--- config.mk ---
export PLATFORM = sky130hd
export DESIGN_NAME = psram_lane_ctrl
export DESIGN_NICKNAME = d
export VERILOG_FILES = /design/src/rtl/psc_pkg.sv /design/src/rtl/psc_timer.sv /design/src/rtl/psc_datapath.sv /design/src/rtl/psram_lane_ctrl.sv
export SDC_FILE = /design/constraint.sdc
export NUM_CORES = 1
export LEC_CHECK = 0
export BUFFER_PORTS_ARGS = -buffer_cell sky130_fd_sc_hd__buf_2
export CELL_PAD_IN_SITES_DETAIL_PLACEMENT = 0
export CELL_PAD_IN_SITES_GLOBAL_PLACEMENT = 1
export CORE_MARGIN = 8
export CORE_UTILIZATION = 35
export CTS_CLUSTER_SIZE = 12
export DETAILED_ROUTE_END_ITERATION = 12
export PLACE_DENSITY_LB_ADDON = 0.1
export SYNTH_ARGS = -nofsm -noshare
export SYNTH_HDL_FRONTEND = slang
export SYNTH_SLANG_ARGS = --single-unit
export TNS_END_PERCENT = 1
--- constraint.sdc ---
create_clock -name clk -period 2.2 [get_ports clk]
set_input_delay 0.33 -clock clk [delete_from_list [all_inputs] [get_ports clk]]
set_output_delay 0.33 -clock clk [all_outputs]
set_load 0.02 [all_outputs]
--- src/rtl/psc_pkg.sv ---
package psc_pkg;
    typedef enum logic [2:0] {
        ST_IDLE,
        ST_SETUP,
        ST_STROBE,
        ST_PRECH,
        ST_ACK
    } psc_state_e;
endpackage

--- src/rtl/psc_timer.sv ---
module psc_timer #(
    parameter int MAXV = 1
) (
    input  logic                          clk,
    input  logic                          rst_n,
    input  logic                          load,
    input  logic [$clog2(MAXV+1)-1:0]     load_val,
    output logic                          last
);
    localparam int TW = $clog2(MAXV + 1);

    logic [TW-1:0] cnt_q;

    always_ff @(posedge clk or negedge rst_n) begin
        if (!rst_n)
            cnt_q <= '0;
        else if (load)
            cnt_q <= load_val;
        else if (cnt_q != '0)
            cnt_q <= cnt_q - 1'b1;
    end

    assign last = (cnt_q == '0);
endmodule

--- src/rtl/psc_datapath.sv ---
module psc_datapath #(
    parameter int ADDR_W = 16,
    parameter int DATA_W = 16
) (
    input  logic                  clk,
    input  logic                  rst_n,
    input  logic                  capture,
    input  logic                  req_write,
    input  logic [ADDR_W-1:0]     req_addr,
    input  logic [DATA_W-1:0]     req_wdata,
    input  logic [DATA_W/8-1:0]   req_be,
    input  logic                  rd_sample,
    input  logic [DATA_W-1:0]     dq_in,
    output logic [ADDR_W-1:0]     addr_q,
    output logic [DATA_W-1:0]     wdata_q,
    output logic [DATA_W/8-1:0]   be_q,
    output logic                  write_q,
    output logic [DATA_W-1:0]     rdata_q
);
    localparam int LANES = DATA_W / 8;

    always_ff @(posedge clk or negedge rst_n) begin
        if (!rst_n) begin
            addr_q  <= '0;
            wdata_q <= '0;
            be_q    <= '0;
            write_q <= 1'b0;
        end else if (capture) begin
            addr_q  <= req_addr;
            wdata_q <= req_wdata;
            be_q    <= req_be;
            write_q <= req_write;
        end
    end

    for (genvar g = 0; g < LANES; g++) begin : g_lane
        logic [7:0] lane_q;
        always_ff @(posedge clk or negedge rst_n) begin
            if (!rst_n)
                lane_q <= '0;
            else if (rd_sample)
                lane_q <= be_q[g] ? dq_in[g*8 +: 8] : 8'h00;
        end
        assign rdata_q[g*8 +: 8] = lane_q;
    end
endmodule

--- src/rtl/psram_lane_ctrl.sv ---
module psram_lane_ctrl #(
    parameter int ADDR_W     = 16,
    parameter int DATA_W     = 16,
    parameter int STROBE_CYC = 2,
    parameter int PRECH_CYC  = 2
) (
    input  logic                  clk,
    input  logic                  rst_n,
    input  logic                  req_valid,
    input  logic                  req_write,
    input  logic [ADDR_W-1:0]     req_addr,
    input  logic [DATA_W-1:0]     req_wdata,
    input  logic [DATA_W/8-1:0]   req_be,
    output logic                  rsp_ready,
    output logic [DATA_W-1:0]     rsp_rdata,
    output logic                  mem_ce1_n,
    output logic                  mem_ce2,
    output logic                  mem_we_n,
    output logic                  mem_oe_n,
    output logic                  mem_lb_n,
    output logic                  mem_ub_n,
    output logic [ADDR_W-1:0]     mem_addr,
    output logic [DATA_W-1:0]     mem_dq_out,
    input  logic [DATA_W-1:0]     mem_dq_in,
    output logic                  mem_dq_oe
);
    import psc_pkg::*;

    localparam int LANES  = DATA_W / 8;
    localparam int MAXCYC = (STROBE_CYC > PRECH_CYC) ? STROBE_CYC : PRECH_CYC;
    localparam int TW     = $clog2(MAXCYC + 1);
    localparam logic [TW-1:0] STRB_LOAD = TW'(STROBE_CYC - 1);
    localparam logic [TW-1:0] PRCH_LOAD = TW'(PRECH_CYC - 1);

    psc_state_e state_q, state_d;

    logic              tmr_load;
    logic [TW-1:0]     tmr_val;
    logic              tmr_last;
    logic              capture;
    logic              rd_sample;
    logic [ADDR_W-1:0] addr_q;
    logic [DATA_W-1:0] wdata_q;
    logic [LANES-1:0]  be_q;
    logic              write_q;

    // state register
    always_ff @(posedge clk or negedge rst_n) begin
        if (!rst_n)
            state_q <= ST_IDLE;
        else
            state_q <= state_d;
    end

    // next state and timer control
    always_comb begin
        state_d  = state_q;
        tmr_load = 1'b0;
        tmr_val  = STRB_LOAD;
        capture  = 1'b0;
        unique case (state_q)
            ST_IDLE: begin
                if (req_valid) begin
                    capture = 1'b1;
                    state_d = (req_be == '0) ? ST_ACK : ST_SETUP;
                end
            end
            ST_SETUP: begin
                tmr_load = 1'b1;
                tmr_val  = STRB_LOAD;
                state_d  = ST_STROBE;
            end
            ST_STROBE: begin
                if (tmr_last) begin
                    tmr_load = 1'b1;
                    tmr_val  = PRCH_LOAD;
                    state_d  = ST_PRECH;
                end
            end
            ST_PRECH: begin
                if (tmr_last)
                    state_d = ST_ACK;
            end
            ST_ACK: begin
                state_d = ST_IDLE;
            end
            default: state_d = ST_IDLE;
        endcase
    end

    assign rd_sample = (state_q == ST_STROBE) && tmr_last && !write_q;

    // pin outputs
    always_comb begin
        mem_ce1_n = 1'b1;
        mem_ce2   = 1'b0;
        mem_we_n  = 1'b1;
        mem_oe_n  = 1'b1;
        mem_lb_n  = 1'b1;
        mem_ub_n  = 1'b1;
        mem_dq_oe = 1'b0;
        rsp_ready = 1'b0;
        unique case (state_q)
            ST_SETUP, ST_STROBE: begin
                mem_ce1_n = 1'b0;
                mem_ce2   = 1'b1;
                mem_lb_n  = !be_q[0];
                mem_ub_n  = !be_q[LANES-1];
                mem_dq_oe = write_q;
                if (state_q == ST_STROBE) begin
                    mem_we_n = !write_q;
                    mem_oe_n = write_q;
                end
            end
            ST_ACK:   rsp_ready = 1'b1;
            ST_IDLE, ST_PRECH: ;
            default: ;
        endcase
    end

    assign mem_addr   = addr_q;
    assign mem_dq_out = wdata_q;

    psc_timer #(.MAXV(MAXCYC)) u_timer (
        .clk      (clk),
        .rst_n    (rst_n),
        .load     (tmr_load),
        .load_val (tmr_val),
        .last     (tmr_last)
    );

    psc_datapath #(.ADDR_W(ADDR_W), .DATA_W(DATA_W)) u_dp (
        .clk       (clk),
        .rst_n     (rst_n),
        .capture   (capture),
        .req_write (req_write),
        .req_addr  (req_addr),
        .req_wdata (req_wdata),
        .req_be    (req_be),
        .rd_sample (rd_sample),
        .dq_in     (mem_dq_in),
        .addr_q    (addr_q),
        .wdata_q   (wdata_q),
        .be_q      (be_q),
        .write_q   (write_q),
        .rdata_q   (rsp_rdata)
    );
endmodule

==> qor.log <==
INFO  power_and_ir_drop vdd_drop_max=0.000648V
INFO  clock_network  clockBufferDepth=2
INFO  sta            final.setup.tns=0ns
INFO  power_and_ir_drop cellPowerDensity=1580mW/mm^2
INFO  power_and_ir_drop part_of_the_power_in_registers=0.383
INFO  clock_network  clk_pin_slew=0.09ns
INFO  placed_design  portBuffers=109
INFO  sta            clock-skew-final=0.00849ns
INFO  synth          syn_nets=239
INFO  synth          synthDistinctLibCells=25
INFO  sta            hold_ws=0.145ns
INFO  floorplanning  fp-row-count=30
INFO  setup_path     critPathLaunchType=flip-flop
INFO  sta            post-route-worst-setup-slack=0.213ns
INFO  global_routing grt_first_pass_wirelength=9220um
INFO  global_routing grt_start_max_net_pins=57
INFO  power_and_ir_drop comb_power_share=0.479
INFO  synth          synth_top_cell_area_share=0.593
INFO  synth          synth.cell_area=0.00236sqmm
INFO  cells_and_area final_layout_size_suffix_gt1_frac=0.524
INFO  route          routedWlPerCell=14.7um
INFO  cells_and_area flow.area_growth_from_synthesis=30.0%
INFO  route          initialDrtViolationCount=39
INFO  floorplanning  die_area=0.00964sqmm
INFO  synth          synth_warnings=0
INFO  clock_network  cts.hold.buffers_added=0
INFO  floorplanning  ioPinCount=110
INFO  clock_network  cts_made_buffers=5
INFO  hold_path      min-delay-path-class=input pin to async pin
INFO  sta            hold_violations=0
INFO  sta            timing.slew.headroom=0.535
INFO  sta            grt_setup_unrepaired=false
INFO  clock_network  clock-root-buffer=sky130_fd_sc_hd__clkbuf_8
INFO  setup_path     worstPathRequired=1.87ns
INFO  global_routing vias_in_the_first_global_route=1848
INFO  power_and_ir_drop p_clk_frac=0.138
INFO  setup_path     setup.worst_path.class=flip-flop to output port
INFO  route          detailroute.via_count=1674
INFO  clock_network  clock_latency=0.31ns
INFO  sta            finalCriticalPeriod=1.99ns
INFO  setup_path     critical_path_top_delay_cell=sky130_fd_sc_hd__dfrtp_1
INFO  power_and_ir_drop intPower=0.00285W
INFO  floorplanning  fp.coreArea=0.00668sqmm
INFO  route          count_of_unresolved_drc_violations_after_routing=0
INFO  synth          synth_top_area_cell=sky130_fd_sc_hd__dfrtp_1
INFO  cells_and_area finish.net_count=348
INFO  synth          synthesis.instances=184
INFO  sta            worst_pin_slew=0.697ns
INFO  setup_path     crit_end_category=output port
INFO  route          ant_nets=0
INFO  route          vias_per_cell=4.48
INFO  clock_network  cts_setup_buffers=0
INFO  synth          synthesis.area_per_instance=12.8squm
INFO  outcome        run_status=complete, no violations
INFO  route          detail_route.first_pass.iterations=4
INFO  placed_design  worst_slack_after_detailed_placement=0.547ns
INFO  power_and_ir_drop net-switching-power=0.00202W
INFO  floorplanning  chipWidth=98.2um
INFO  placed_design  gp_routability_congestion=0.707
INFO  cells_and_area antenna_diode_count=0
INFO  flow_run       cap_viol_max_count=0
INFO  cells_and_area multi_input_comb_area=812squm
INFO  clock_network  tritoncts_clock_tree=built
INFO  synth          yosys-top-cells-area=sky130_fd_sc_hd__dfrtp_1 (59%), sky130_fd_sc_hd__mux2_2 (16%), sky130_fd_sc_hd__mux2i_1 (6.8%)
INFO  sta            final-max-slew-violation-count=0
INFO  global_routing grt_antenna_before_repair=0
INFO  clock_network  tritoncts_num_sinks=56
INFO  clock_network  cts_resized=0
INFO  sta            max_freq=503MHz
INFO  floorplanning  start_util=0.354
INFO  power_and_ir_drop finalPower=0.00487W
INFO  sta            finalSetupViolCount=0
INFO  clock_network  cts-htree-levels=2
INFO  setup_path     cp_max_fo=10
INFO  route          detail_route.wirelength=5490um
INFO  placed_design  detailed_place_hpwl=4190um
INFO  sta            post-route-period-util=0.903
INFO  power_and_ir_drop switch_share=0.415
INFO  setup_path     arrival=1.66ns
INFO  synth          ys_ff_latch=56
INFO  global_routing grtUsageTotal=0.118
INFO  cells_and_area filler_cell_count=678
INFO  cells_and_area ff_latch_area=0.00140sqmm
INFO  setup_path     crit_path_cell_trace=nand2b_1 > a21oi_1 > and2_1 > buf_2
INFO  power_and_ir_drop cellLeakagePower=1.65nW
INFO  floorplanning  die_h=98.2um
INFO  global_routing globalRouteOverflowTotal=0
INFO  synth          portion_of_the_post_synthesis_area_used_by_sequential_elements=0.593
INFO  setup_path     critical_path.max_stage_delay=0.50ns
## area by class of cell
class / count / area share
repair buffers: 113 / 0.187
clock inverters: 2 / 0.0126
clock buffers: 6 / 0.0236
inverters: 19 / 0.0232
flip-flops and latches: 56 / 0.456
well taps: 80 / 0.0326
multi-input cells: 98 / 0.264
## sequential cells by signal (all words and copies together) (netlist names)
signal and cells:
u_dp.g_lane.lane_q 16, u_timer.cnt_q 2, state_q 3, u_dp.be_q 2, u_dp.write_q 1, u_dp.addr_q 16
u_dp.wdata_q 16
## logic make-up (layout without fill, tap and decap cells)
| logic type | after synthesis | in the layout | share of synthesized area |
|---|---|---|---|
| AOI/OAI and AO/OA | 7 | 7 | 0.0175 |
| xor gates and xnor gates | 1 | 1 | 0.00371 |
| adders and majority gates | 1 | 1 | 0.00529 |
| buffers and inverters | 30 | 140 | 0.0635 |
| DFF | 56 | 56 | 0.593 |
| muxes | 51 | 51 | 0.235 |
| and+or+nand+nor | 38 | 38 | 0.0826 |
## metrics by stage
step           area (sq um)  cells  utilization
2_1_floorplan          2360    184            -
3_3_place_gp           2960    366        0.443
3_5_place_dp           2960    366        0.443
4_1_cts                3070    374        0.460
5_1_grt                3070    374        0.460
6_report               3070    374        0.460
## placed cells by master, fill, tap and decap left out, types with 2 or more instances in the layout
master,netlist,routed
sky130_fd_sc_hd__mux2_1,2,2
sky130_fd_sc_hd__buf_4,1,4
sky130_fd_sc_hd__nand2b_1,2,2
sky130_fd_sc_hd__dfrtp_1,56,56
sky130_fd_sc_hd__and2_1,2,2
sky130_fd_sc_hd__buf_2,3,109
sky130_fd_sc_hd__nand3b_1,2,2
sky130_fd_sc_hd__nand2_1,20,20
sky130_fd_sc_hd__nor2_1,5,5
sky130_fd_sc_hd__inv_1,19,19
sky130_fd_sc_hd__mux2_2,33,33
sky130_fd_sc_hd__mux2i_1,16,16
sky130_fd_sc_hd__a21oi_1,5,5
sky130_fd_sc_hd__nand3_1,3,3
sky130_fd_sc_hd__clkbuf_8,0,5
## final timing paths
| path | to | depth (start not counted) | slack, ns | start |
|---|---|---|---|---|
| worst max-delay path | mem_dq_oe | 4 | 0.21 | state_q[1] |
| worst min-delay path | u_dp.g_lane[0].lane_q[5] | 2 | 0.14 | rst_n |
| worst max register to register | u_dp.wdata_q[0] | 3 | 0.57 | state_q[2] |
| worst min register to register | u_dp.wdata_q[8] | 1 | 0.49 | u_dp.wdata_q[8] |
| max in group asynchronous | u_dp.addr_q[10] | 2 | 1.59 | rst_n |
| min in group clk | u_dp.wdata_q[8] | 2 | 0.24 | req_wdata[8] |
## metal layers
metal  vias up  GRT usage  wire length, um
met3         7     0.0555              534
met4         0     0.0354               67
li1        818          -                -
met2        62      0.195             2640
met5         -          0                0
met1       787      0.133             2250
## worst max-delay path: cells and delay by family (launching register included)
| kind | cells | cell delay (ns) |
|---|---|---|
| buffers and inverters | 1 | 0.15 |
| AOI/OAI and AO/OA | 1 | 0.30 |
| DFF | 1 | 0.50 |
| and+or+nand+nor | 2 | 0.41 |
## cells in the mapped netlist
library cell	n
sky130_fd_sc_hd__buf_2	3
sky130_fd_sc_hd__nand4b_1	1
sky130_fd_sc_hd__ha_1	1
sky130_fd_sc_hd__nor2_1	5
sky130_fd_sc_hd__nor4b_4	1
sky130_fd_sc_hd__a21oi_1	5
sky130_fd_sc_hd__inv_1	19
sky130_fd_sc_hd__nand3b_1	2
sky130_fd_sc_hd__and2_1	2
sky130_fd_sc_hd__nand3_1	3
sky130_fd_sc_hd__mux2i_1	16
sky130_fd_sc_hd__o221ai_1	1
sky130_fd_sc_hd__xor2_1	1
sky130_fd_sc_hd__nand2b_1	2
sky130_fd_sc_hd__nor3b_1	1
sky130_fd_sc_hd__buf_6	4
sky130_fd_sc_hd__or3_1	1
sky130_fd_sc_hd__buf_1	2
sky130_fd_sc_hd__dfrtp_1	56
sky130_fd_sc_hd__mux2_2	33
sky130_fd_sc_hd__clkbuf_1	1
sky130_fd_sc_hd__buf_4	1
sky130_fd_sc_hd__mux2_1	2
sky130_fd_sc_hd__nand2_1	20
sky130_fd_sc_hd__a21boi_0	1
## power by group through the flow
stage,Sequential (W),Combinational [W],Clock [W]
after floorplan,0.00234,0.00115,0
after global placement,0.00189,0.00236,0
after detailed placement,0.00189,0.00238,0
after CTS,0.00188,0.00239,0.000703
after global routing,0.00195,0.00254,0.000740
final,0.00187,0.00233,0.000672
Power figures use the tool's default switching activity.
